==> config.mk <==
export PLATFORM = sky130hd
export DESIGN_NAME = lastread_restore
export DESIGN_NICKNAME = d
export VERILOG_FILES = /design/src/rtl/lrr_pkg.sv /design/src/rtl/lrr_ctrl.sv /design/src/rtl/lrr_dpath.sv /design/src/rtl/lastread_restore.sv
export SDC_FILE = /design/constraint.sdc
export NUM_CORES = 1
export LEC_CHECK = 0
export ABC_AREA = 1
export BUFFER_PORTS_ARGS = -buffer_cell sky130_fd_sc_hd__buf_2
export CAP_MARGIN = 20
export CORE_UTILIZATION = 31
export CTS_BUF_LIST = sky130_fd_sc_hd__clkbuf_2 sky130_fd_sc_hd__clkbuf_4 sky130_fd_sc_hd__clkbuf_8
export DETAILED_ROUTE_END_ITERATION = 10
export SYNTH_ARGS = -nofsm -noshare
export SYNTH_HDL_FRONTEND = slang
export SYNTH_SLANG_ARGS = --single-unit
==> constraint.sdc <==
create_clock -name clk -period 1.6 [get_ports clk]
set_clock_uncertainty 0.1 [all_clocks]
set_input_delay 0 -clock clk [delete_from_list [all_inputs] [get_ports clk]]
set_output_delay 0 -clock clk [all_outputs]
set_load 0.02 [all_outputs]
==> src/rtl/lrr_pkg.sv <==
`timescale 1ns/1ps
package lrr_pkg;
  localparam int unsigned RESTORE_LAT = 15;
  localparam int unsigned CNT_W = $clog2(RESTORE_LAT);

  // schedule offsets, counted from the first busy cycle (request cycle + 1)
  localparam logic [CNT_W-1:0] STEP_RD_NEW  = CNT_W'(0);
  localparam logic [CNT_W-1:0] STEP_HOLD    = CNT_W'(1);
  localparam logic [CNT_W-1:0] STEP_WR_OLD  = CNT_W'(3);
  localparam logic [CNT_W-1:0] STEP_RD_OLD  = CNT_W'(6);
  localparam logic [CNT_W-1:0] STEP_LOAD    = CNT_W'(7);
  localparam logic [CNT_W-1:0] STEP_WR_NEW  = CNT_W'(9);
  localparam logic [CNT_W-1:0] STEP_LAST    = CNT_W'(RESTORE_LAT - 1);

  typedef struct packed {
    logic capAddr;
    logic capData;
    logic holdNew;
    logic loadOvr;
    logic clrOvr;
    logic selNew;
  } dpStrobe_t;
endpackage

==> src/rtl/lrr_ctrl.sv <==
`timescale 1ns/1ps
module lrr_ctrl
  import lrr_pkg::*;
#(
  parameter bit ENABLE_RESTORE = 1'b1
) (
  input  logic      clk,
  input  logic      rstN,
  input  logic      bkMode,
  input  logic      usrEn,
  input  logic      usrWr,
  input  logic      rstrReq,
  output logic      busy,
  output logic      rstrDone,
  output logic      seqReq,
  output logic      seqWr,
  output dpStrobe_t strb
);
  logic [CNT_W-1:0] cnt;
  logic pendCap;
  logic capValid;
  logic quickDone;
  logic reqSeen;
  logic userRead;

  assign reqSeen  = ENABLE_RESTORE ? rstrReq : 1'b0;
  assign userRead = usrEn & ~usrWr & ~bkMode & ~busy;

  always_ff @(posedge clk) begin
    if (!rstN) begin
      busy      <= 1'b0;
      cnt       <= '0;
      pendCap   <= 1'b0;
      capValid  <= 1'b0;
      quickDone <= 1'b0;
    end else begin
      pendCap   <= userRead;
      if (pendCap) capValid <= 1'b1;
      quickDone <= reqSeen & ~busy & ~capValid;
      if (busy) begin
        if (cnt == STEP_LAST) busy <= 1'b0;
        cnt <= cnt + 1'b1;
      end else if (reqSeen && capValid) begin
        busy <= 1'b1;
        cnt  <= '0;
      end
    end
  end

  always_comb begin
    seqWr    = busy & ((cnt == STEP_WR_OLD) | (cnt == STEP_WR_NEW));
    seqReq   = seqWr | (busy & ((cnt == STEP_RD_NEW) | (cnt == STEP_RD_OLD)));
    rstrDone = (busy & (cnt == STEP_LAST)) | quickDone;
    strb.capAddr = userRead;
    strb.capData = pendCap;
    strb.holdNew = busy & (cnt == STEP_HOLD);
    strb.loadOvr = busy & (cnt == STEP_LOAD);
    strb.clrOvr  = userRead;
    strb.selNew  = (cnt == STEP_WR_NEW);
  end
endmodule

==> src/rtl/lrr_dpath.sv <==
`timescale 1ns/1ps
module lrr_dpath
  import lrr_pkg::*;
#(
  parameter int unsigned ADDR_W = 10,
  parameter int unsigned DATA_W = 72
) (
  input  logic              clk,
  input  logic              rstN,
  input  logic [ADDR_W-1:0] usrAddr,
  input  logic [DATA_W-1:0] memRdData,
  input  dpStrobe_t         strb,
  output logic [ADDR_W-1:0] seqAddr,
  output logic [DATA_W-1:0] seqWrData,
  output logic [DATA_W-1:0] doutB,
  output logic              ovrActive
);
  logic [ADDR_W-1:0] lastAddr;
  logic [DATA_W-1:0] lastData;
  logic [DATA_W-1:0] newData;
  logic [DATA_W-1:0] ovrData;
  logic              ovrOn;

  always_ff @(posedge clk) begin
    if (!rstN) begin
      lastAddr <= '0;
      lastData <= '0;
      newData  <= '0;
      ovrData  <= '0;
      ovrOn    <= 1'b0;
    end else begin
      if (strb.capAddr) lastAddr <= usrAddr;
      if (strb.capData) lastData <= memRdData;
      if (strb.holdNew) newData  <= memRdData;
      if (strb.clrOvr) begin
        ovrOn <= 1'b0;
      end else if (strb.loadOvr) begin
        ovrOn   <= 1'b1;
        ovrData <= memRdData;
      end
    end
  end

  assign seqAddr   = lastAddr;
  assign seqWrData = strb.selNew ? newData : lastData;
  assign doutB     = ovrOn ? ovrData : memRdData;
  assign ovrActive = ovrOn;
endmodule

==> src/rtl/lastread_restore.sv <==
`timescale 1ns/1ps
module lastread_restore
  import lrr_pkg::*;
#(
  parameter int unsigned ADDR_W = 10,
  parameter int unsigned DATA_W = 72,
  parameter bit ENABLE_RESTORE  = 1'b1
) (
  input  logic              clk,
  input  logic              rstN,
  input  logic              bkMode,
  input  logic              usrEn,
  input  logic              usrWr,
  input  logic [ADDR_W-1:0] usrAddr,
  input  logic [DATA_W-1:0] memRdData,
  input  logic              rstrReq,
  output logic              rstrDone,
  output logic              seqReq,
  output logic              seqWr,
  output logic [ADDR_W-1:0] seqAddr,
  output logic [DATA_W-1:0] seqWrData,
  output logic [DATA_W-1:0] doutB,
  output logic              ovrActive
);
  dpStrobe_t strb;
  logic      busyW;

  lrr_ctrl #(.ENABLE_RESTORE(ENABLE_RESTORE)) u_ctrl (
    .clk(clk), .rstN(rstN), .bkMode(bkMode), .usrEn(usrEn), .usrWr(usrWr),
    .rstrReq(rstrReq), .busy(busyW), .rstrDone(rstrDone), .seqReq(seqReq),
    .seqWr(seqWr), .strb(strb)
  );

  lrr_dpath #(.ADDR_W(ADDR_W), .DATA_W(DATA_W)) u_dpath (
    .clk(clk), .rstN(rstN), .usrAddr(usrAddr), .memRdData(memRdData),
    .strb(strb), .seqAddr(seqAddr), .seqWrData(seqWrData), .doutB(doutB),
    .ovrActive(ovrActive)
  );
endmodule

==> summary.md <==
| Metric | Value |
|---|---|
| Slowest-stage cell, CP | dfxtp_2 |
| Pwr dens | 774 mW/mm² |
| Core area | 0.0336 mm² |
| Max-capacitance violation count | 0 |
| Worst setup EP type | primary output |
| Wl on met1 | 18100 µm |
| Die area | 0.0350 mm² |
| Largest family of logic cells by synthesized area | simple AND/OR/NAND/NOR gates |
| Post-DP HPWL | 21000 µm |
| Yosys cell types | 21 |
| CTS sink cnt | 235 |
| Crit path required time | 1.50 ns |
| Highest Signal Layer | met4 |
| Hold Slack | 0.144 ns |
| Post-synthesis compound-gate area fraction | 13.8% |
| Netlist Area Pre-Place | 0.0106 mm² |
| Fin util | 53.2% |
| Period utilization | 122% |
| Worst Max-Slew Pin Slew | 0.398 ns |
| Critical Path AT | 1.85 ns |
| Routed wire length | 43100 µm |
| Outcome | finished, violations left |
| Simple logic cell fraction of the synthesized area | 30.5% |
| CP Class | reg2out |
| Post-layout worst setup margin | -0.351 ns |
| Syn-to-layout area delta | 68.1% |
| Largest net degree at the start of global routing | 65 |
| Vias in the first global route | 11700 |
| Share of cells above drive strength 1 | 33.3% |
| Register area | 0.00472 mm² |
| Via density | 4.97 |
| Nets | 2051 |
| Post-synthesis xor/xnor area fraction | 0% |
| Initial antenna violation count | 3 |
| CP Max Fanout | 8 |
| Multiplexer share of the synthesized area | 0% |
| Starting Density | 31.6% |
| H-Tree Level Count | 2 |
| WL met2 | 20600 µm |
| Drt drc | 0 |
| #FFs+latches synth | 235 |
| Row count | 67 |
| GRT Overall Usage | 22.0% |
| Final number of hold-violating endpoints | 0 |
| Hold Path Class | in2reg |
| Vias | 12100 |
| Finish-stage setup viols | 148 |
| Port bufs | 245 |
| Failing checks | negative setup slack |
| Mapped Nets | 1696 |
| RSZ-0062 raised after global routing | true |
| Clock root cell | clkbuf_8 |
| Worst slew margin | 73.4% |
| Worst-path cell chain | inv_2, ha_4, nand3_4, buf_6, clkbuf_16, nand2_4, o21ai_4, buf_6 |
| Drt first pass iters | 5 |
| Crit-path max cell delay | 0.33 ns |
| Crit path top cell by count | buf_6 |
| ANT nets after route | 0 |
| First DRT Iteration DRCs | 736 |
| Startpoint type of the worst setup path | flop |
| GP Congestion | 0.752 |
| Routed WL per cell | 17.7 µm |
| Ports | 246 |
| Die Y | 187 µm |
| Max Fclk | 512 MHz |
| Leakage power | 7.92 nW |
| Cells after synthesis | 1604 |
| GRT overflow | 0 |
| TritonCTS Buffers | 43 |
| Synth Area in Adders | 0.471% |
| CTS tree | yes |
| Multi-input logic area | 0.00628 mm² |
| First-pass GRT wire length | 62300 µm |
| Clock Tree Buf Depth | 3 |
| Clk Latency, worst-skew pair | 0.54 ns |
| Synth warn | 0 |
| Slew Limit Fails | 0 |
| Routed met3 length | 2830 µm |
| Fillers | 2950 |
| Final min period | 1.95 ns |
| Syn avg cell area | 6.63 µm² |
| Peak VDD IR | 564 µV |
| DIE WIDTH | 187 µm |
| Register area share after synthesis | 44.2% |
| Clk slew on worst S/H paths | 0.06 ns |
[cell usage after synthesis (all sizes together)]
master	count	area [µm²]
nand2	322	1210
nor2	305	1160
dfxtp	235	4700
o21ai	217	1090
nand3	157	791
inv	154	578
buf	77	425
a21oi	76	380
clkbuf	44	165
nand4	10	62.6
ha	4	50.1
nor3	2	10.0
or2	1	6.26
[critical path, delay by kind of cell, from the launching register on]
family,cells,cell delay [ns]
buffers and inverters,4,0.60
and+or+nand+nor,2,0.15
adders and majority gates,1,0.16
DFF,1,0.33
AOI/OAI and AO/OA,1,0.06
[cells by family after synthesis]
| logic type | count (synthesis) |
|---|---|
| AND/OR/NAND/NOR | 797 |
| buffers and inverters | 275 |
| adder cells (fa/ha/maj) | 4 |
| flip-flops | 235 |
| AO/OA/AOI/OAI | 293 |
[path summary, 6_finish.rpt]
path	startpoint	end	slack, ns	depth (start not counted)
worst max register to register	u_ctrl.cnt[1]	u_dpath.ovrData[61]	-0.05	8
worst min register to register	u_dpath.seqAddr[2]	u_dpath.seqAddr[2]	0.36	2
worst min-delay path	usrAddr[5]	u_dpath.seqAddr[5]	0.14	4
worst max-delay path	u_ctrl.cnt[1]	seqWrData[43]	-0.35	8
[placed cells by master, fill, tap and decap left out, types with 2 or more instances in the layout]
master           n
nor2_1         300
clkbuf_8        54
clkinv_2         4
nor2_4           4
inv_2            3
clkbuf_16        9
dlygate4sd3_1   88
o21ai_0         73
clkbuf_4        12
nand2_1        229
buf_8            5
dfxtp_4          3
o21ai_2         63
buf_16          18
diode_2          3
bufinv_16        2
dfxtp_1        229
a21oi_1         76
dfxtp_2          3
nand2_4         50
nand4_1         10
buf_6          131
ha_1             2
buf_12          43
buf_4           41
o21ai_4         68
buf_2           96
inv_4            2
inv_1          148
o21ai_1         13
nand3_1        156
nand2_2         43
[registers in the layout, summed over array words and instances (netlist names), 4 cells and up]
register	flops
u_dpath.lastData	72
u_dpath.seqAddr	10
u_dpath.newData	72
u_ctrl.cnt	4
u_dpath.ovrData	72
[through the flow]
step                      power, mW  area [µm²]  std cells  TNS (ns)  worst slack (ns)
after floorplan                6.75       10600       1604         0            0.0599
after global placement         7.18       12500       2218   -0.0155           -0.0155
after detailed placement       7.19       12500       2218   -0.0395           -0.0393
after CTS                      13.9       17000       2424    -38.33            -0.417
after global routing           14.4       17900       2437    -46.86            -0.447
final                          13.8       17900       2437    -33.39            -0.351
[power breakdown]
group          switching, mW  internal [mW]
Sequential            0.0545           5.93
Combinational          0.897          0.785
Clock                   2.56           3.61
[area by class of cell]
cell class / instances / share of cell area (%)
Sequential cell: 235 / 26.4
Multi-Input combinational cell: 1094 / 35.2
Clock inverter: 6 / 0.448
Inverter: 154 / 3.30
Antenna cell: 3 / 0.0420
Clock buffer: 66 / 4.66
Tap cell: 448 / 3.14
Timing Repair Buffer: 431 / 26.9
[per-layer routing]
metal / GRT usage [%] / vias to the layer above
met5: 0 / -
met4: 9.93 / 0
met3: 4.43 / 110
met2: 36.0 / 481
met1: 27.9 / 5721
li1: - / 5810
[repair_timing]
action                     CTS  global route
setup endpoints to repair  142           226
pin swaps                   48            23
gates cloned                20            11
resized for setup          649           163
hold buffers                88             1
setup buffers               27             5
hold endpoints to repair   235            11
Power figures use the tool's default switching activity.
